===== config.mk =====
export PLATFORM = sky130hd
export DESIGN_NAME = prio_intc
export DESIGN_NICKNAME = d
export VERILOG_FILES = /design/src/rtl/prio_intc_pkg.sv /design/src/rtl/prio_intc_prienc.sv /design/src/rtl/prio_intc_cmd.sv /design/src/rtl/prio_intc.sv
export SDC_FILE = /design/constraint.sdc
export NUM_CORES = 1
export LEC_CHECK = 0
export BUFFER_PORTS_ARGS = -buffer_cell sky130_fd_sc_hd__buf_2
export CORE_ASPECT_RATIO = 0.9
export CORE_MARGIN = 2
export CORE_UTILIZATION = 50
export CTS_BUF_LIST = sky130_fd_sc_hd__clkbuf_4
export DETAILED_ROUTE_END_ITERATION = 6
export PLACE_DENSITY = 0.74
export SYNTH_ARGS = -nofsm -noshare
export SYNTH_HDL_FRONTEND = slang
export SYNTH_SLANG_ARGS = --single-unit
export TNS_END_PERCENT = 100

===== constraint.sdc =====
create_clock -name clk -period 2 [get_ports clk]
set_clock_uncertainty 0.1 [all_clocks]
set_input_delay 0.2 -clock clk [delete_from_list [all_inputs] [get_ports clk]]
set_output_delay 0.2 -clock clk [all_outputs]
set_load 0.05 [all_outputs]

===== src/rtl/prio_intc_pkg.sv =====
package prio_intc_pkg;
    localparam int IRQ_N = 8;
    localparam int DATA_W = 8;
    localparam int IDX_W = $clog2(IRQ_N);
    localparam int ALIGN_W = IDX_W;
    localparam logic [DATA_W-1:0] CMD_EOI = 8'h20;
    localparam int CMD_INIT_BIT = 4;

    typedef struct packed {
        logic [IRQ_N-1:0]  irr;
        logic [IRQ_N-1:0]  imr;
        logic [IRQ_N-1:0]  isr;
        logic [DATA_W-1:0] base;
        logic [DATA_W-1:0] vec;
        logic              init_wait;
        logic              intr;
        logic              oe;
        logic              inta_prev;
    } state_t;
endpackage


===== src/rtl/prio_intc_prienc.sv =====
module prio_intc_prienc
    import prio_intc_pkg::*;
(
    input  logic [IRQ_N-1:0] bits_i,
    output logic             valid_o,
    output logic [IDX_W-1:0] idx_o
);
    always_comb begin
        valid_o = 1'b0;
        idx_o   = '0;
        for (int i = IRQ_N - 1; i >= 0; i--) begin
            if (bits_i[i]) begin
                valid_o = 1'b1;
                idx_o   = IDX_W'(i);
            end
        end
    end
endmodule


===== src/rtl/prio_intc_cmd.sv =====
module prio_intc_cmd
    import prio_intc_pkg::*;
(
    input  logic              wr_i,
    input  logic              addr_i,
    input  logic [DATA_W-1:0] wdata_i,
    output logic              init_o,
    output logic              eoi_o,
    output logic              data_wr_o
);
    always_comb begin
        init_o    = wr_i && !addr_i && wdata_i[CMD_INIT_BIT];
        eoi_o     = wr_i && !addr_i && (wdata_i == CMD_EOI);
        data_wr_o = wr_i && addr_i;
    end
endmodule


===== src/rtl/prio_intc.sv =====
module prio_intc
    import prio_intc_pkg::*;
#(
    parameter logic [DATA_W-1:0] RESET_BASE = 8'h08
) (
    input  logic              clk,
    input  logic              rst_n,
    input  logic [IRQ_N-1:0]  irq_i,
    input  logic              bus_wr_i,
    input  logic              bus_rd_i,
    input  logic              bus_addr_i,
    input  logic [DATA_W-1:0] bus_wdata_i,
    output logic [DATA_W-1:0] bus_rdata_o,
    output logic              intr_o,
    input  logic              inta_n_i,
    output logic [DATA_W-1:0] vec_o,
    output logic              vec_oe_o
);
    state_t st_q, st_d;

    logic init_cmd, eoi_cmd, data_wr;
    logic win_valid, top_valid;
    logic [IDX_W-1:0] win_idx, top_idx;
    logic [IRQ_N-1:0] eligible;
    logic ack_start, present;

    logic [IRQ_N-1:0]  irr_w, imr_w, isr_w;
    logic [DATA_W-1:0] base_w;

    prio_intc_cmd u_cmd (
        .wr_i      (bus_wr_i),
        .addr_i    (bus_addr_i),
        .wdata_i   (bus_wdata_i),
        .init_o    (init_cmd),
        .eoi_o     (eoi_cmd),
        .data_wr_o (data_wr)
    );

    assign eligible = st_q.irr & ~st_q.imr;

    prio_intc_prienc u_req_enc (
        .bits_i  (eligible),
        .valid_o (win_valid),
        .idx_o   (win_idx)
    );

    prio_intc_prienc u_isr_enc (
        .bits_i  (st_q.isr),
        .valid_o (top_valid),
        .idx_o   (top_idx)
    );

    always_comb begin
        st_d      = st_q;
        ack_start = st_q.inta_prev && !inta_n_i;
        present   = win_valid && (!top_valid || (win_idx < top_idx));

        st_d.irr       = irq_i;
        st_d.inta_prev = inta_n_i;

        if (ack_start) begin
            st_d.oe = 1'b1;
            if (win_valid) begin
                st_d.vec = st_q.base + DATA_W'(win_idx);
                st_d.isr[win_idx] = 1'b1;
            end else begin
                st_d.vec = st_q.base + DATA_W'(IRQ_N - 1);
            end
        end else if (inta_n_i) begin
            st_d.oe = 1'b0;
        end

        if (eoi_cmd && top_valid) begin
            st_d.isr[top_idx] = 1'b0;
        end

        if (init_cmd) begin
            st_d.init_wait = 1'b1;
        end else if (data_wr) begin
            if (st_q.init_wait) begin
                st_d.base      = {bus_wdata_i[DATA_W-1:ALIGN_W], {ALIGN_W{1'b0}}};
                st_d.init_wait = 1'b0;
            end else begin
                st_d.imr = bus_wdata_i;
            end
        end

        st_d.intr = present && !ack_start && inta_n_i;
    end

    always_ff @(posedge clk) begin
        if (!rst_n) begin
            st_q.irr       <= '0;
            st_q.imr       <= '1;
            st_q.isr       <= '0;
            st_q.base      <= RESET_BASE & ~DATA_W'((1 << ALIGN_W) - 1);
            st_q.vec       <= '0;
            st_q.init_wait <= 1'b0;
            st_q.intr      <= 1'b0;
            st_q.oe        <= 1'b0;
            st_q.inta_prev <= 1'b1;
        end else begin
            st_q <= st_d;
        end
    end

    assign bus_rdata_o = (bus_rd_i && bus_addr_i) ? st_q.imr : '0;
    assign intr_o      = st_q.intr;
    assign vec_o       = st_q.vec;
    assign vec_oe_o    = st_q.oe;

    assign irr_w  = st_q.irr;
    assign imr_w  = st_q.imr;
    assign isr_w  = st_q.isr;
    assign base_w = st_q.base;
endmodule


Word level (Yosys, flattened, before mapping) --
Index checks and enable logic that the tools add are counted.
Storage, ports and cells: flip-flop bits (word level) 41, input bits 22, output and inout port bits 18, word-level logic and storage cells 90
Operators by class: add/subtract/negate cells 2, magnitude comparators 5, equality and inequality tests 1, muxes and demuxes 45, bitwise logic cells 7, reductions and logical operators 21
Operators with widths (count):
- $mux 3 | 16
- $mux 8 | 5
- $mux 1 | 22
- $and 8x8->8 | 2
- $not 8->8 | 2
- $logic_and 1x1->1 | 12
- $add 8x3->8 | 1
- $add 8x3->8 const B | 1
- $eq 8x6->1 const B | 1
- $lt 3x4->1 const B | 2
- $or 8x8->8 | 1
- $demux 1 s3 | 2
- $ge 3x1->1 const B | 2
- $reduce_and 3->1 | 2
- $logic_not 1->1 | 4
- $reduce_bool 2->1 | 2
- $lt 3x3->1 | 1
- $not 1->1 | 2
- $logic_or 1x1->1 | 1

Depth between registers and ports, before layout --
Gate-level depths: netlist of the first run.
depth in word-level cells 19, gate-level depth with buffers 9, depth with buffers taken out 9

Hierarchy --
Synthesis of the first run repeated with hierarchy kept, for this count alone.
Unflattened totals: cells, all modules 218, area total of the unflattened synthesis 1881.8 µm²
Modules (own cells, without submodules):
- prio_intc | instances 1, cells each 187, area each 1679.1 µm², seq. area each 820.8 µm²
- prio_intc_prienc | instances 2, cells each 13, area each 80.1 µm², seq. area each 0.0 µm²
- prio_intc_cmd | instances 1, cells each 5, area each 42.5 µm², seq. area each 0.0 µm²

Least setup slack after synthesis of the first run --
Ideal clock, no wire load.
path type reg2reg, start point register st_q, in the netlist imr_w[4], end point register st_q, in the netlist intr_o, setup time 0.078 ns, data arrival time 1.615 ns, required time 1.822 ns, slack 0.207 ns, stages on the path, launching flop included 9, path buffers 0, period minus slack after synthesis 1.793 ns, cell sequence dfxtp_1 nand2b_1 o211ai_1 a31oi_1 ha_1 o21a_1 o22ai_1 a31oi_1 nor3_1
On the way: word-level cells in the longest chain between the ends 12, elaborated cells between the ends (all ways) 17, those cells by class 1 x order compare; 10 x mux; 2 x bitwise; 4 x reduce/logical
RTL lines:
- start: declaration | line prio_intc.sv:19 | state_t st_q, st_d;
- start signal: assignment | line prio_intc.sv:103 | st_q <= st_d;
- $not 8->8 * | line prio_intc.sv:39 | assign eligible = st_q.irr & ~st_q.imr;
- $and 8x8->8 * | line prio_intc.sv:39
- $mux 3 (5 in series) | line prio_intc_prienc.sv:12 | if (bits_i[i]) begin
- $lt 3x3->1 | line prio_intc.sv:56 | present = win_valid && (!top_valid || (win_idx < top_idx));
- $logic_or 1x1->1 | line prio_intc.sv:56
- $logic_and 1x1->1 * | line prio_intc.sv:56
- $logic_and 1x1->1 * (2 in series) | line prio_intc.sv:88 | st_d.intr = present && !ack_start && inta_n_i;
Every way passes the cells marked *; elsewhere a longest branch is shown, timed or not. A chain may end at the register's enable or synchronous reset.

Worst setup path in the final report of the first run --
start point input port bus_wdata_i[2], end point register st_q, in the netlist isr_w[2]
On the way: word-level cells in the longest chain between the ends 4
RTL lines:
- start: declaration | line prio_intc.sv:12 | input logic [DATA_W-1:0] bus_wdata_i,
- $eq 8x6->1 | line prio_intc_cmd.sv:13 | eoi_o = wr_i && !addr_i && (wdata_i == CMD_EOI);
- $logic_and 1x1->1 | line prio_intc_cmd.sv:13
- $logic_and 1x1->1 | line prio_intc.sv:73 | if (eoi_cmd && top_valid) begin
- $mux 8 | line prio_intc.sv:73
No other way between the ends.

==> results of run 1 <==
==> synth_stat cells (2+ instances only) <==
library cell / count
nor3_1: 9
inv_1: 4
nor2b_1: 4
nand2b_1: 9
clkbuf_1: 9
a21oi_1: 13
and3_1: 8
nand3b_1: 2
mux2i_1: 5
nand3_1: 11
dfxtp_1: 41
nand2_1: 34
nor4_1: 2
ha_1: 2
a31oi_1: 4
o21ai_0: 8
o211ai_1: 4
buf_4: 8
nor2_1: 24
or2_2: 3
and2_1: 9
==> critical path, cell delays in order <==
cell           delay (ns)
dlygate4sd3_1        0.52
buf_2                0.12
or4_1                0.46
or3_4                0.41
or2_0                0.20
a21oi_1              0.14
nor2_1               0.05
==> cell families (layout without fill, tap and decap cells) <==
logic type / after synthesis / in the layout
compound gates: 38 / 38
buf+inv: 21 / 70
mux: 5 / 5
simple gates: 121 / 121
flops: 41 / 41
fa+ha+maj: 2 / 2
==> through the flow <==
| step | setup TNS (ns) | power (W) | instances |
|---|---|---|---|
| after detailed placement | 0 | 0.001173 | 299 |
| after global routing | -0.03450 | 0.001797 | 321 |
| after floorplan | 0 | 0.001097 | 228 |
| after global placement | 0 | 0.001171 | 299 |
| final | 0 | 0.001724 | 321 |
| after CTS | 0 | 0.001720 | 320 |
==> repair_timing <==
| item | CTS | global route |
|---|---|---|
| resized for setup | 0 | 8 |
| setup endpoints to repair | 0 | 3 |
| setup buffers | 0 | 1 |
| endpoints found under the hold margin | 13 | 0 |
| hold buffers | 13 | 0 |
==> layer usage <==
layer | up-vias | wire length, um | track usage (%)
met1 | 793 | 2080 | 30.33
met4 | 0 | 65 | 8.571
li1 | 869 | - | -
met3 | 7 | 207 | 4.753
met5 | - | 0 | 0
met2 | 44 | 2020 | 37.59
==> cell type report <==
type / count / area [um^2] / area share (%)
clock buffer: 6 / 45.04 / 1.976
clock inverter: 2 / 33.78 / 1.482
inverter: 4 / 15.01 / 0.6586
multi-input combinational: 166 / 937.1 / 41.11
sequential: 41 / 823.3 / 36.11
tap: 44 / 55.05 / 2.415
timing repair buffer: 58 / 370.4 / 16.25
==> placed cells by master, fill, tap and decap left out, types with 2 or more instances in the layout <==
| cell | count |
|---|---|
| clkbuf_4 | 6 |
| nor2_1 | 23 |
| or2_2 | 3 |
| buf_4 | 6 |
| dfxtp_2 | 2 |
| nand2_1 | 34 |
| inv_1 | 4 |
| ha_1 | 2 |
| o211ai_1 | 4 |
| a21oi_1 | 13 |
| o21ai_0 | 8 |
| dfxtp_1 | 39 |
| nor2b_1 | 3 |
| nand3b_1 | 2 |
| dlygate4sd3_1 | 13 |
| nor3_1 | 9 |
| nand2b_1 | 7 |
| and2_1 | 9 |
| a31oi_1 | 4 |
| nand3_1 | 11 |
| and3_1 | 8 |
| mux2i_1 | 5 |
| buf_2 | 39 |
==> power breakdown <==
| group | internal (W) | switching (W) | total (W) |
|---|---|---|---|
| combinational | 0.000118 | 0.000192 | 0.000310 |
| sequential | 0.000854 | 0.0000232 | 0.000877 |
| clock | 0.000274 | 0.000263 | 0.000537 |
==> sequential cells by signal, indices dropped and copies added (netlist names) <==
| register | count |
|---|---|
| vec_oe_o | 1 |
| st_q | 2 |
| irr_w | 8 |
| vec_o | 8 |
| isr_w | 8 |
| intr_o | 1 |
| base_w | 5 |
| imr_w | 8 |
==> how the worst max path moves through the flow <==
| stage | to | slack, ns | depth (start not counted) |
|---|---|---|---|
| 3_5_place_dp | isr_w[2]$_SDFF_PN0_ | 0.09 | 6 |
| 3_3_place_gp | intr_o$_SDFF_PN0_ | 0.13 | 9 |
| 2_1_floorplan | intr_o$_SDFF_PN0_ | 0.21 | 8 |
| 4_1_cts | intr_o$_SDFF_PN0_ | 0.04 | 9 |
| 6_report | isr_w[2]$_SDFF_PN0_ | 0.04 | 7 |
| 5_1_grt | isr_w[4]$_SDFF_PN0_ | -0.02 | 8 |
==> results.sh, run 1 <==
export IMPL_preCtsSetupSlack_ns=0.08773
export IMPL_yosys_mux_area_fraction_pct=2.717
export IMPL_grt_pass1_vias=1537
export IMPL_setup_viol=0
export IMPL_syn_cell_area_um2=1842
export IMPL_crit_fanout=3
export IMPL_max_freq_mhz=510.5
export IMPL_holdPathEnd="imr_w[5]$_SDFFE_PN1P_"
export IMPL_areaGrowthSynthToFinish_pct=23.78
export IMPL_cts_buffers=5
export IMPL_antenna_cells=0
export IMPL_die_area_um2=4186
export IMPL_core_area_um2=3453
export IMPL_status="finished clean"
export IMPL_vias=1713
export IMPL_synth_compound_area_share_pct=12.77
export IMPL_die_w_um=67.98
export IMPL_vias_per_cell=5.336
export IMPL_gp_congestion=0.9028
export IMPL_ios=40
export IMPL_grt_antenna_before_repair=0
export IMPL_cts_max_level=2
export IMPL_cts_root_buf="clkbuf_4"
export IMPL_finalWorstSetupSlack_ns=0.04107
export IMPL_hold_slack_ns=0.0008242
export IMPL_r2r_slack_ns=0.14
export IMPL_worstRegToRegCells=9
export IMPL_place_area_um2=2036
export IMPL_routed_wl_um=4373
export IMPL_synthAdderAreaFrac_pct=1.359
export IMPL_p_per_area_nw_per_um2=756.0
export IMPL_critical_path_class="input pin to flop"
export IMPL_grt_pass1_wl_um=7038
export IMPL_synth_seq_cells=41
export IMPL_die_h_um=61.58
export IMPL_min_period_ns=1.959
export IMPL_startpoint="bus_wdata_i[2]"
export IMPL_required_ns=2.14
export IMPL_io_buffers=39
export IMPL_cts_tree="built"
export IMPL_endpoint_kind="flop"
export IMPL_synth_top_family_by_area="simple AND/OR/NAND/NOR gates"
export IMPL_clkSlewWorstSetupHoldPaths_ns=0.12
export IMPL_synth_seq_area_share_pct=44.57
export IMPL_n_fill_cell=284
export IMPL_ys_warn_count=0
export IMPL_fin_crit_sh_pct=97.95
export IMPL_timing_rr_start="irr_w[7]$_SDFF_PN0_"
export IMPL_synth_area_top_cells="dfxtp_1, nand2_1, nor2_1"
export IMPL_tightest_slew_ns=0.5003
export IMPL_route_detailed_drc=0
export IMPL_synth_area_leader_cell="dfxtp_1"
export IMPL_hpwl_um=3022
export IMPL_grt_overflow=0
export IMPL_final_area_um2=2280
export IMPL_synthesis_nets=252
export IMPL_clock_sinks=41
export IMPL_initial_core_util_pct=53.33
export IMPL_hold_depth=3
export IMPL_synth_top_area_share_pct=44.57
export IMPL_synth_distinct_cells=36
export IMPL_synth_xor_area_share_pct=0
export IMPL_final_nets=300
export IMPL_fin_util_pct=66.01
export IMPL_hold_path_startpoint="bus_wdata_i[5]"
export IMPL_drive_above_1_share_pct=23.47
export IMPL_num_rows=20
export IMPL_synth_edf_count=0
export IMPL_drtAntennaViolNets=0
export IMPL_grt_max_degree=29
export IMPL_timing_rr_end="intr_o$_SDFF_PN0_"
export IMPL_slew_headroom_pct=66.65
export IMPL_synth_simple_gate_area_share_pct=32.68
export IMPL_cp_start_kind="input pin"
export IMPL_async_flop_share_pct=0
export IMPL_drt_iter0_markers=142
export IMPL_cap_violations=0
export IMPL_worstHoldPathType="input pin to flop"
export IMPL_ys_flop_type="dfxtp_1"
export IMPL_syn_avg_cell_area_um2=8.078
export IMPL_grtUsageTotal_pct=23.06
export IMPL_crit_arrival_ns=2.10
export IMPL_firstDrtPassIters=4
export IMPL_report_final_slew_viol_count=0
export IMPL_synthCells=228
export IMPL_hold_viol=0
export IMPL_wl_per_cell_um=13.62
export IMPL_cts_buffer_depth=2
export IMPL_clock_latency_ns=0.35
export IMPL_p_leak_nw=1.054
export IMPL_vdd_drop_max_v=0.0005562
Power figures use the tool's default switching activity.
==> run 2: changes to the inputs <==
--- a/config.mk
+++ b/config.mk
@@ -11,7 +11,8 @@
 export CORE_UTILIZATION = 50
 export CTS_BUF_LIST = sky130_fd_sc_hd__clkbuf_4
 export DETAILED_ROUTE_END_ITERATION = 6
-export PLACE_DENSITY = 0.74
+export PLACE_DENSITY_LB_ADDON = 0.15
+export SETUP_SLACK_MARGIN = 0.5
 export SYNTH_ARGS = -nofsm -noshare
 export SYNTH_HDL_FRONTEND = slang
 export SYNTH_SLANG_ARGS = --single-unit
==> run 2 against run 1 <==
The run now ends with negative hold slack left. Final cell count is 3.4% higher. Sequential share of layout area decreased by 2.7 points. Worst hold slack got worse by 0.012 ns. Critical endpoint is now intr_o$_SDFF_PN0_.
==> results.sh, run 2 (synthesized netlist as in run 1, its figures left out) <==
export IMPL_clock_sinks=41
export IMPL_report_final_slew_viol_count=0
export IMPL_antenna_cells=0
export IMPL_clkSlewWorstSetupHoldPaths_ns=0.11
export IMPL_final_nets=311
export IMPL_clock_latency_ns=0.35
export IMPL_p_per_area_nw_per_um2=653.8
export IMPL_vias_per_cell=5.395
export IMPL_io_buffers=39
export IMPL_crit_arrival_ns=1.97
export IMPL_n_fill_cell=281
export IMPL_worstHoldPathType="input pin to flop"
export IMPL_required_ns=2.18
export IMPL_die_w_um=67.98
export IMPL_tns_ns=0
export IMPL_slew_headroom_pct=60.15
export IMPL_layout_common_cells="buf_2, nand2_1, dfxtp_1, nor2_1, buf_4"
export IMPL_gp_congestion=0.9063
export IMPL_final_area_um2=2491
export IMPL_cap_violations=0
export IMPL_core_area_um2=3453
export IMPL_routed_wl_um=4687
export IMPL_num_rows=20
export IMPL_place_area_um2=2090
export IMPL_crit_chain="nor2b_4 -> o211ai_1 -> a31oi_2 -> ha_1 -> o21a_1 -> o22ai_1 -> a31oi_1 -> nor3_1"
export IMPL_vdd_drop_max_v=0.0005167
export IMPL_max_freq_mhz=556.2
export IMPL_drive_above_1_share_pct=32.64
export IMPL_fin_crit_sh_pct=89.90
export IMPL_cp_start_kind="flop"
export IMPL_critical_path_class="flop to flop"
export IMPL_cts_tree="built"
export IMPL_min_period_ns=1.798
export IMPL_multi_input_area_um2=1051
export IMPL_vias=1791
export IMPL_grt_pass1_wl_um=6962
export IMPL_initial_core_util_pct=53.33
export IMPL_cp_num_buf_inv=0
export IMPL_grt_max_degree=19
export IMPL_grt_antenna_before_repair=0
export IMPL_status="finished with violations"
export IMPL_drt_iter0_markers=120
export IMPL_wl_per_cell_um=14.12
export IMPL_hold_viol=1
export IMPL_hpwl_um=3091
export IMPL_endpoint_kind="flop"
export IMPL_firstDrtPassIters=4
export IMPL_crit_fanout=3
export IMPL_areaGrowthSynthToFinish_pct=35.26
export IMPL_crit_slowest_cell="dfxtp_1"
export IMPL_cts_max_level=2
export IMPL_hold_path_startpoint="bus_wdata_i[4]"
export IMPL_timing_rr_start="irr_w[6]$_SDFF_PN0_"
export IMPL_final_common_cell="buf_2"
export IMPL_cp_slowest_stage_delay_ns=0.33
export IMPL_drtAntennaViolNets=0
export IMPL_worstRegToRegCells=8
export IMPL_grtUsageTotal_pct=22.48
export IMPL_regArea_um2=833.3
export IMPL_grt_pass1_vias=1523
export IMPL_violations="negative hold slack"
export IMPL_timing_rr_end="intr_o$_SDFF_PN0_"
export IMPL_grt_overflow=0
export IMPL_rsz0062_at_grt="true"
export IMPL_r2r_slack_ns=0.20
export IMPL_crit_family="compound AO/OA/AOI/OAI gates"
export IMPL_die_h_um=61.58
export IMPL_hold_slack_ns=-0.01139
export IMPL_cts_buffers=5
export IMPL_cts_root_buf="clkbuf_4"
export IMPL_route_detailed_drc=0
export IMPL_p_leak_nw=1.158
export IMPL_hold_depth=3
export IMPL_tightest_slew_ns=0.5977
export IMPL_setup_viol=0
export IMPL_ios=40
export IMPL_holdPathEnd="base_w[4]$_SDFFE_PN0P_"
export IMPL_cts_buffer_depth=2
export IMPL_die_area_um2=4186
run 2: final cells by class:
class | instances | share of cell area, %
Inverter | 4 | 0.6027
Clock buffer | 5 | 1.507
Multi-Input combinational cell | 166 | 42.19
Tap cell | 44 | 2.210
Sequential cell | 41 | 33.45
Clock inverter | 3 | 0.5023
Timing Repair Buffer | 69 | 19.54
run 2: report_power, final:
part	switching, W	internal [W]	leakage (nW)
registers	0.0000272	0.000854	0.336
clock network	0.000261	0.000127	0.0300
logic	0.000207	0.000151	0.792
run 2: repair_timing:
item,CTS,global route
endpoints found under the hold margin,14,0
endpoints found under the setup margin,10,14
buffers inserted,5,4
pin swaps,7,8
resized for setup,19,22
hold buffers,14,0
run 2: metrics by stage:
step,total power [W],worst slack [ns],std cells,utilization [%]
finish,0.001629,0.2020,332,72.14
floorplan,0.001105,0.3318,228,-
detailed placement,0.001184,0.1495,301,60.51
CTS,0.001598,0.2570,328,68.91
global placement,0.001184,0.1847,301,60.51
global route,0.001704,0.1142,332,72.14
run 2: worst max-delay path by stage:
stage,startpoint,endpoint,depth (start not counted)
2_1_floorplan,bus_wdata_i[7],isr_w[2]$_SDFF_PN0_,5
3_3_place_gp,bus_wdata_i[7],isr_w[2]$_SDFF_PN0_,6
3_5_place_dp,bus_wdata_i[7],isr_w[2]$_SDFF_PN0_,6
4_1_cts,imr_w[4]$_SDFFE_PN1P_,intr_o$_SDFF_PN0_,8
5_1_grt,irr_w[6]$_SDFF_PN0_,intr_o$_SDFF_PN0_,8
6_report,irr_w[6]$_SDFF_PN0_,intr_o$_SDFF_PN0_,8
run 2: worst min-delay path, delay by kind of cell:
kind | cells | cell delay (ns)
muxes | 1 | 0.05
buffers and inverters | 1 | 0.08
and+or+nand+nor | 1 | 0.07
run 2: layer usage:
layer / up-vias / share of wire (%) / GRT usage (%)
met5: - / 0 / 0
met4: 0 / 0.53 / 6.000
met3: 4 / 5.2 / 5.667
met2: 71 / 47 / 36.06
met1: 824 / 48 / 30.30
li1: 892 / - / -
==> run 3: changes to the inputs <==
--- a/config.mk
+++ b/config.mk
@@ -5,6 +5,7 @@
 export SDC_FILE = /design/constraint.sdc
 export NUM_CORES = 1
 export LEC_CHECK = 0
+export ABC_AREA = 1
 export BUFFER_PORTS_ARGS = -buffer_cell sky130_fd_sc_hd__buf_2
 export CORE_ASPECT_RATIO = 0.9
 export CORE_MARGIN = 2
@@ -15,5 +16,6 @@
 export SETUP_SLACK_MARGIN = 0.5
 export SYNTH_ARGS = -nofsm -noshare
 export SYNTH_HDL_FRONTEND = slang
+export SYNTH_HIERARCHICAL = 1
 export SYNTH_SLANG_ARGS = --single-unit
 export TNS_END_PERCENT = 100
==> run 3 against run 2 <==
The flow still finishes with violations (negative hold slack). First-iteration DRC count grew 9.2%. Synthesized area grew 10%. Non-clock buffer count up 4. Worst hold slack gained 0.0072 ns. Final area is 13% higher. Critical endpoint unchanged. Highest routed layer unchanged.
==> results.sh, run 3 <==
export IMPL_yosys_top_cells_count="nand2_1, inv_1, nor2_1, dfxtp_1, nand3_1"
export IMPL_synthesis_nets=337
export IMPL_fin_util_pct=73.96
export IMPL_async_flop_share_pct=0
export IMPL_ys_warn_count=6
export IMPL_synth_top_area_share_pct=40.47
export IMPL_p_leak_nw=1.444
export IMPL_cts_buffer_depth=2
export IMPL_min_period_ns=1.704
export IMPL_cts_max_level=2
export IMPL_antenna_cells=0
export IMPL_holdPathEnd="imr_w[5]$_SDFFE_PN1P_"
export IMPL_drive_above_1_share_pct=36.39
export IMPL_ios=40
export IMPL_p_per_area_nw_per_um2=675.4
export IMPL_grt_pass1_wl_um=8128
export IMPL_worstRegToRegCells=11
export IMPL_cp_start_kind="flop"
export IMPL_setup_viol=0
export IMPL_timing_rr_start="irr_w[7]$_SDFF_PN0_"
export IMPL_gp_congestion=0.8722
export IMPL_synthCells=313
export IMPL_hold_depth=3
export IMPL_areaGrowthSynthToFinish_pct=38.93
export IMPL_clock_sinks=41
export IMPL_yosysMostFrequentCell="nand2_1"
export IMPL_vias=2067
export IMPL_slew_headroom_pct=75.30
export IMPL_synth_seq_cells=41
export IMPL_required_ns=2.16
export IMPL_die_w_um=71.14
export IMPL_initial_core_util_pct=53.23
export IMPL_endpoint_kind="flop"
export IMPL_synth_edf_count=0
export IMPL_syn_avg_cell_area_um2=6.480
export IMPL_core_area_um2=3810
export IMPL_status="finished with violations"
export IMPL_rsz0062_at_grt="true"
export IMPL_tightest_slew_ns=0.3705
export IMPL_synth_seq_area_share_pct=40.47
export IMPL_cap_violations=0
export IMPL_wl_per_cell_um=12.14
export IMPL_violations="negative hold slack"
export IMPL_crit_arrival_ns=1.87
export IMPL_clock_latency_ns=0.37
export IMPL_critical_path_class="flop to flop"
export IMPL_cts_root_buf="clkbuf_4"
export IMPL_syn_cell_area_um2=2028
export IMPL_final_common_cell="nand2_1"
export IMPL_hold_viol=2
export IMPL_clkSlewWorstSetupHoldPaths_ns=0.12
export IMPL_fin_crit_sh_pct=85.22
export IMPL_grt_max_degree=19
export IMPL_tns_ns=0
export IMPL_grt_pass1_vias=1912
export IMPL_vias_per_cell=4.829
export IMPL_timing_rr_end="intr_o$_SDFF_PN0_"
export IMPL_final_area_um2=2818
export IMPL_firstDrtPassIters=4
export IMPL_vdd_drop_max_v=0.0004854
export IMPL_route_detailed_drc=0
export IMPL_finalPower_w=0.001903
export IMPL_drt_iter0_markers=131
export IMPL_synth_area_top_cells="dfxtp_1, nand2_1, inv_1"
export IMPL_drtAntennaViolNets=0
export IMPL_hold_slack_ns=-0.004170
export IMPL_num_rows=21
export IMPL_worstHoldPathType="input pin to flop"
export IMPL_cts_tree="built"
export IMPL_grt_overflow=0
export IMPL_io_buffers=39
export IMPL_max_freq_mhz=586.7
export IMPL_ys_flop_type="dfxtp_1"
export IMPL_die_area_um2=4583
export IMPL_synth_area_leader_cell="dfxtp_1"
export IMPL_place_area_um2=2213
export IMPL_report_final_slew_viol_count=0
export IMPL_cts_buffers=5
export IMPL_crit_fanout=6
export IMPL_grt_antenna_before_repair=0
export IMPL_hpwl_um=3111
export IMPL_r2r_slack_ns=0.30
export IMPL_die_h_um=64.42
export IMPL_synth_distinct_cells=23
export IMPL_grtUsageTotal_pct=22.40
export IMPL_final_nets=405
export IMPL_routed_wl_um=5195
export IMPL_hold_path_startpoint="bus_wdata_i[5]"
export IMPL_layout_common_cells="nand2_1, inv_1, buf_2, nor2_1, dfxtp_1"
[run 3: cell families after synthesis]
kind of cell / after synthesis / share of synthesized area, %
adders and majority gates: 2 / 1.234
and+or+nand+nor: 158 / 32.88
AOI/OAI and AO/OA: 29 / 8.019
DFF: 41 / 40.47
buffers and inverters: 83 / 17.40
[run 3: stage by stage]
step                      std cells  worst slack [ns]
after floorplan                 313            0.4014
after global placement          387            0.3394
after detailed placement        387            0.2673
after CTS                       416            0.3189
after global routing            428            0.2043
final                           428            0.2955
[run 3: how the worst max path moves through the flow]
stage,startpoint,to,slack [ns],depth (start not counted)
after CTS,isr_w[7]$_SDFF_PN0_,intr_o$_SDFF_PN0_,0.32,8
after detailed placement,isr_w[7]$_SDFF_PN0_,intr_o$_SDFF_PN0_,0.27,10
after global routing,isr_w[5]$_SDFF_PN0_,isr_w[1]$_SDFF_PN0_,0.20,11
final,irr_w[7]$_SDFF_PN0_,intr_o$_SDFF_PN0_,0.30,11
after floorplan,imr_w[6]$_SDFFE_PN1P_,intr_o$_SDFF_PN0_,0.40,10
after global placement,imr_w[5]$_SDFFE_PN1P_,isr_w[3]$_SDFF_PN0_,0.34,11
[run 3: critical path: stages (launching register included)]
cell     delay [ns]
dfxtp_1        0.33
inv_1          0.06
nor2_2         0.04
or2_4          0.27
nor3_4         0.18
nor2_4         0.09
ha_4           0.28
nand2_1        0.04
inv_1          0.04
nand2_1        0.04
nand2_1        0.07
a21oi_2        0.05
[run 3: timing repair]
action	CTS	global route
pin swaps	11	16
hold buffers	15	0
endpoints found under the setup margin	12	16
resized for setup	30	50
endpoints found under the hold margin	16	0
setup buffers	6	12
[run 3: layout make-up]
class,count,area (um^2)
Clock buffer,6,45.04
Clock inverter,2,38.79
Fill cell,300,992.2
Inverter,71,271.5
Multi-Input combinational cell,189,1059
Sequential cell,41,838.3
Tap cell,46,57.56
Timing Repair Buffer,73,508.0
[run 3: report_power, final]
part	internal [W]	switching [W]
logic	0.000169	0.000288
clock network	0.000280	0.000283
registers	0.000859	0.0000240
[run 3: layer usage]
metal	routed length (um)	global-route usage, %	vias up	share of wire (%)
li1	-	-	1065	-
met1	2291	27.13	923	44
met2	2509	37.73	62	48
met3	240	4.821	17	4.6
met4	154	10.85	0	3.0
met5	0	0	-	0
